**src/rtl/flash_enc_pkg.sv**
```systemverilog
package flash_enc_pkg;
  parameter int unsigned DEF_RES = 4;

  function automatic int unsigned taps_of(input int unsigned res);
    return (1 << res) - 1;
  endfunction
endpackage

```
**src/rtl/therm_window_detect.sv**
```systemverilog
module therm_window_detect #(
  parameter int unsigned TAPS = 15
) (
  input  logic [TAPS-1:0] therm_i,
  output logic [TAPS-1:0] edge_o
);
  // boundaries: below tap 0 reads 1, above the top tap reads 0
  logic [TAPS+1:0] ext;
  assign ext = {1'b0, therm_i, 1'b1};

  for (genvar i = 0; i < TAPS; i++) begin : g_win
    logic nand_w;
    assign nand_w    = ~(ext[i] & ext[i+1] & ~ext[i+2]);
    assign edge_o[i] = ~nand_w;
  end
endmodule

```
**src/rtl/top_index_encoder.sv**
```systemverilog
module top_index_encoder #(
  parameter int unsigned TAPS = 15,
  parameter int unsigned W    = 4
) (
  input  logic [TAPS-1:0] hit_i,
  output logic [W-1:0]    count_o
);
  // highest set position wins: later iterations override earlier ones
  always_comb begin
    count_o = '0;
    for (int i = 0; i < TAPS; i++) begin
      if (hit_i[i]) count_o = W'(i + 1);
    end
  end
endmodule

```
**src/rtl/flash_therm_encoder.sv**
```systemverilog
module flash_therm_encoder
  import flash_enc_pkg::*;
#(
  parameter int unsigned N    = DEF_RES,
  parameter int unsigned TAPS = taps_of(N)
) (
  input  logic            clk,
  input  logic            rst_n,
  input  logic [TAPS-1:0] cmp_i,
  input  logic            ovr_cmp_i,
  output logic [N-1:0]    code_o,
  output logic            ovr_o
);
  logic [TAPS-1:0] cmp_q, cmp_d;
  logic            ovr_q, ovr_d;
  logic [TAPS-1:0] edges;
  logic [N-1:0]    raw_code;
  logic [N-1:0]    code_d;
  logic            ovr_out_d;

  // input stage
  always_comb begin
    cmp_d = cmp_i;
    ovr_d = ovr_cmp_i;
  end

  always_ff @(posedge clk or negedge rst_n) begin
    if (!rst_n) begin
      cmp_q <= '0;
      ovr_q <= 1'b0;
    end else begin
      cmp_q <= cmp_d;
      ovr_q <= ovr_d;
    end
  end

  therm_window_detect #(.TAPS(TAPS)) i_win (
    .therm_i (cmp_q),
    .edge_o  (edges)
  );

  top_index_encoder #(.TAPS(TAPS), .W(N)) i_enc (
    .hit_i   (edges),
    .count_o (raw_code)
  );

  // output stage: saturate on over-range
  always_comb begin
    code_d    = ovr_q ? '1 : raw_code;
    ovr_out_d = ovr_q;
  end

  always_ff @(posedge clk or negedge rst_n) begin
    if (!rst_n) begin
      code_o <= '0;
      ovr_o  <= 1'b0;
    end else begin
      code_o <= code_d;
      ovr_o  <= ovr_out_d;
    end
  end
endmodule

```
**config.mk**
```make
export PLATFORM = sky130hd
export DESIGN_NAME = flash_therm_encoder
export DESIGN_NICKNAME = d
export VERILOG_FILES = /design/src/rtl/flash_enc_pkg.sv /design/src/rtl/therm_window_detect.sv /design/src/rtl/top_index_encoder.sv /design/src/rtl/flash_therm_encoder.sv
export SDC_FILE = /design/constraint.sdc
export NUM_CORES = 1
export LEC_CHECK = 0
export CELL_PAD_IN_SITES_DETAIL_PLACEMENT = 0
export CELL_PAD_IN_SITES_GLOBAL_PLACEMENT = 1
export CORE_MARGIN = 3
export CORE_UTILIZATION = 45
export CTS_CLUSTER_SIZE = 28
export DETAILED_ROUTE_END_ITERATION = 10
export DONT_BUFFER_PORTS = 1
export PLACE_DENSITY_LB_ADDON = 0.05
export SETUP_SLACK_MARGIN = 0.2
export SYNTH_ARGS = -nofsm -noshare
export SYNTH_HDL_FRONTEND = slang
export SYNTH_SLANG_ARGS = --single-unit
export TNS_END_PERCENT = 30
```
**constraint.sdc**
```tcl
create_clock -name clk -period 1.35 [get_ports clk]
set_input_delay 0.135 -clock clk [delete_from_list [all_inputs] [get_ports clk]]
set_output_delay 0.135 -clock clk [all_outputs]
set_load 0.02 [all_outputs]
```
[Word-level counts from Yosys, hierarchy flattened]
Index checks and enable logic that the tools add are counted.
Widths: inputs -> output; s select.
Storage, ports and cells
  memories kept: 0
  output and inout port bits: 5
  memory bits (writable): 0
  register bits after elaboration: 21
  bits in latches: 0
  word-level logic and storage cells: 62
  ROM bits: 0
  bits of input ports: 18
Cells by class
  multiplexer cells: 16
  shift operators: 0
  reductions and logical operators: 0
  order comparisons: 0
  add/sub/neg operators: 0
  multiply operators: 0
  divide/modulo/power cells: 0
  bitwise logic cells: 42
  equal/unequal tests: 0
Operator list (number)
  $mux 4: 9
  $and 1x1->1: 28
  $not 1->1: 14
  $mux 3: 4
  $mux 2: 2
  $mux 1: 1

[Logic depth before layout (Yosys ltp)]
  depth in word-level cells: 18
  depth in mapped cells: 4
  gate-level depth less buffers: 4

[Hierarchy]
A second synthesis with hierarchy kept.
Second synthesis, totals
  cells, all modules: 65
  area total of the unflattened synthesis: 818.3 um^2
Modules (own cells, without submodules)
  flash_therm_encoder: cells each 25, instances 1, seq. area each 525.5 um^2, area each 550.5 um^2
  top_index_encoder: cells each 25, instances 1, seq. area each 0.0 um^2, area each 141.4 um^2
  therm_window_detect: cells each 15, instances 1, seq. area each 0.0 um^2, area each 126.4 um^2

[Least setup slack after synthesis]
Ideal clock, no wire load.
  kind: register to register
  from: register cmp_q[1]
  to: register code_o[0]
  cell stages (with the launch flop): 5
  path slack: 0.153 ns
  arrival: 1.058 ns
  required time: 1.212 ns
  clock period less this slack: 1.197 ns
  setup time: 0.138 ns
  buffers on the path: 0
  cell sequence: dfrtp_1 > a2bb2oi_1 > a31o_1 > a211oi_2 > o311ai_2
Between the ends
  cells in the longest elaborated chain, start to end: 18
  elaborated cells between the ends (all ways): 22
  classes of those cells: mux: 16; bitwise: 6
RTL lines
  start, declared: line flash_therm_encoder.sv:14  | logic [TAPS-1:0] cmp_q, cmp_d;
  start signal, assigned: line flash_therm_encoder.sv:32  | cmp_q <= cmp_d;
  $not 1->1: line therm_window_detect.sv:13  | assign nand_w = ~(ext[i] & ext[i+1] & ~ext[i+2]);
  $and 1x1->1: line therm_window_detect.sv:13
  $mux 1: line top_index_encoder.sv:12  | if (hit_i[i]) count_o = W'(i + 1);
  $mux 2: line top_index_encoder.sv:12
  $mux 2 *: line top_index_encoder.sv:12
  $mux 3 * (4 in a row): line top_index_encoder.sv:12
  $mux 4 * (8 in a row): line top_index_encoder.sv:12
  $mux 4 *: line flash_therm_encoder.sv:49  | code_d = ovr_q ? '1 : raw_code;
  via code_d[0]: line flash_therm_encoder.sv:18  | logic [N-1:0] code_d;
  end signal, assigned: line flash_therm_encoder.sv:58  | code_o <= code_d;
  end, declared: line flash_therm_encoder.sv:11  | output logic [N-1:0] code_o,
Mark *: on every way through the listed nets, which the timed path passes. The rest lies on a longest branch.

[Worst setup path in the final report]
  from: register cmp_q[2]
  to: register code_o[0]
Between the ends
  cells in the longest elaborated chain, start to end: 17
  elaborated cells between the ends (all ways): 21
  classes of those cells: mux: 15; bitwise: 6
RTL lines (line)
  $not 1->1: therm_window_detect.sv:13
  $and 1x1->1: therm_window_detect.sv:13
  $mux 2 (2 in a row): top_index_encoder.sv:12
  $mux 3 * (4 in a row): top_index_encoder.sv:12
  $mux 4 * (8 in a row): top_index_encoder.sv:12
  $mux 4 *: flash_therm_encoder.sv:49
  via code_d[0]: flash_therm_encoder.sv:18
Marks and branches as above.

==> impl_results.md <==
- Status: completed
- Initial antenna violation count: 0
- DP Area: 863 sq um
- Die Area: ~2400 sq um
- Worst-margin pin slew: slightly below 0.9 ns
- Starting Density: 51.2%
- Fin area: between 1000 and 1500 sq um
- CP endpoint kind: flop
- Count of cell types in the netlist: 24
- Clock Skew: roughly 0.0056 ns
- Final min period: 1.26 ns
- Cell Area, Synth: between 800 and 900 sq um
- Share of the synthesized area in the top cell type: 63.1%
- Final Setup Violations: 0
- GR Layer Usage met1: a little under a fifth
- Crit path kind: reg2reg
- Pint: about 860 uW
- Avg WL per Cell: 12.4 um
- Die Y: slightly below 50 um
- Worst hold path type: in2reg
- Root Buffer: clkbuf_4
- Drt drc: 0
- Critical path startpoint: cmp_q[2]
- Total clock sinks: 21
- Setup TNS: 0 ns
- Final ANT Viol Nets: 0
- Max-slew violation count: 0
- Slew HR: slightly above 40%
- Routed vias: around 600
- Number of global-route vias before repair: a little under 600
- Startpoint Class: flop
- CP Data Arrival Time: about 1.5 ns
- Total power: about 1.1 mW
- Routability cong.: approximately 0.72
- DRT iter0 DRCs: 16
- Reg2reg setup slack: 0.09 ns
- Core Area: between 1500 and 2000 sq um
- CP Cell Sequence: nand2b_1 -> a31o_1 -> a211oi_2 -> o311ai_2
- Synth Register Bits: 21
- Pwr/cell area: approximately 1100 nW/um^2
- RSZ-0062 raised after global routing: true
- Most frequent cells in the layout: dfrtp_1 (20), dlygate4sd3_1 (17), nand2_1 (7), nand2b_1 (5), nand3_1 (4)
- NetSw: a little under 300 uW
- Reg-to-reg startpoint: cmp_q[2]
- Htree depth: 1
- CTS max path bufs: 2
- Top FF cell, synth: dfrtp_1
- Leading area contributor after synthesis: dfrtp_1
- DP HPWL: about 960 um
- Commonest non-fill, non-tap cell in the layout: dfrtp_1
- Clock Power Share: 26.4%
- VDD IR max: approximately 0.95 mV
- Yosys warns: 0
- Max Clock Freq: 791 MHz
- Clk_lat worst skew: about 0.3 ns
- Die width: between 40 and 50 um
- Final Util: around two thirds
- Final net count: ~110
- Largest net degree at the start of global routing: 22
- Leak pwr: about 0.44 nW
- Comb power frac: about an eighth
- Largest stage delay on the critical path: between 0.4 and 0.5 ns
- Post-route clock period utilization: 93.6%
- Mapped Cells: slightly above 70
- Syn Area/Cell: approximately 12 sq um
- CTS buffer count: 3
- # Max-Cap Violations: 0
- Port Buf Inserts: 0
- Post-synth ARST share: between 90% and 100%
- Final hold viol count: 0
- Ports: 23
- CTS clk-pin slew, worst paths: about 0.12 ns
- Reg power frac: between 60 and 70%
- Site row count: 14
- Layout cells sized above 1: roughly 14%
- Worst-path fanout max: 5
- Post-synth EDFFs: 0
- GRT Total Usage: between 10 and 15%
- Syn Nets: between 80 and 90
- Synth area leaders: dfrtp_1 (63%), nand2b_1 (3.8%), nand2_1 (3.2%)
- GR Layer Usage met2: about 22%
- DP Worst Slack: approximately 0.098 ns
- R2R Path End: code_o[0]
- Setup slack after layout: about 0.086 ns
- Critical Path End: code_o[0]
- Worst R2R Path Depth: 4
- GR Layer Usage met3: between 6 and 7%
- Final wirelength: between 1000 and 1500 um
- ANT cells: 0
- Total grt overflow: 0
- Layer with the highest usage: met2
- Detailed Routing Iterations Pass 1: 4
- Sequential area share after synthesis: a little over three fifths
- CP max stage cell: dfrtp_1
- Switching share of power: approximately 25%
- Global-route wire length before repair: 2610 um
- WP data required: 1.53 ns
- Area grow syn2layout: 30.0%
- Vias/cell: a little over 5
- CTS tree: yes
## final cells by class
cell class,count,area (sq um)
Clock inverter,1,7.51
Inverter,3,11.3
Multi-Input combinational cell,47,308
Fill cell,131,546
Clock buffer,3,22.5
Timing Repair Buffer,18,178
Tap cell,24,30.0
Sequential cell,21,527
## timing repair
| item | CTS | global route |
|---|---|---|
| resized for setup | 0 | 4 |
| endpoints found under the hold margin | 37 | 0 |
| endpoints found under the setup margin | 4 | 4 |
| hold buffers | 17 | 0 |
| setup buffers | 1 | 0 |
## routing by layer
metal  wire (um)  up-vias
met1         650      282
met5           0        -
li1            -      297
met4           0        0
met2         691       24
met3         106        0
## worst min path at each step
| stage | startpoint | to | cells after the start |
|---|---|---|---|
| 2_1_floorplan | rst_n | cmp_q[0] | 0 |
| 3_3_place_gp | rst_n | code_o[1] | 0 |
| 3_5_place_dp | rst_n | code_o[2] | 0 |
| 4_1_cts | cmp_i[6] | cmp_q[6] | 1 |
| 5_1_grt | cmp_i[3] | cmp_q[3] | 1 |
| 6_report | cmp_i[14] | cmp_q[14] | 1 |
## worst max-delay path, delay by kind of cell (launching register included)
kind	cells	cell delay [ns]
compound gates	3	0.55
flops	1	0.44
simple gates	1	0.16
## cell families (layout without fill, tap and decap cells)
logic type | Yosys count | in the layout | share of synthesized area [%]
and+or+nand+nor | 25 | 25 | 15.8
DFF | 21 | 21 | 63.1
AOI/OAI and AO/OA | 21 | 21 | 18.6
muxes | 1 | 1 | 1.20
buffers and inverters | 3 | 25 | 1.35
## flip-flops by register name, summed over array words and instances (netlist names)
name,cells
ovr_o,1
cmp_q,15
code_o,4
ovr_out_d,1
## per-stage QoR
step | hold slack (ns) | cells
after CTS | 0.368 | 117
after global routing | 0.364 | 117
after detailed placement | -0.160 | 95
after global placement | -0.160 | 95
after floorplan | -0.161 | 71
final | 0.373 | 117
## synth_stat cells (2+ instances only)
master	number
nand2_1	7
nor2_1	2
a31oi_1	2
nor2b_1	3
nand2b_1	5
dfrtp_1	21
nand3_1	4
or2_2	2
nand3b_1	2
a21oi_1	3
inv_1	3
o21a_1	2
o21ai_1	3
o22ai_1	2
## power by group through the flow
stage | clock network (mW) | logic (mW) | registers [mW]
final | 0.303 | 0.137 | 0.709
after global routing | 0.341 | 0.154 | 0.715
after CTS | 0.310 | 0.134 | 0.708
after detailed placement | 0 | 0.0813 | 0.721
after global placement | 0 | 0.0816 | 0.721
after floorplan | 0 | 0.0712 | 0.713
Power figures use the tool's default switching activity.
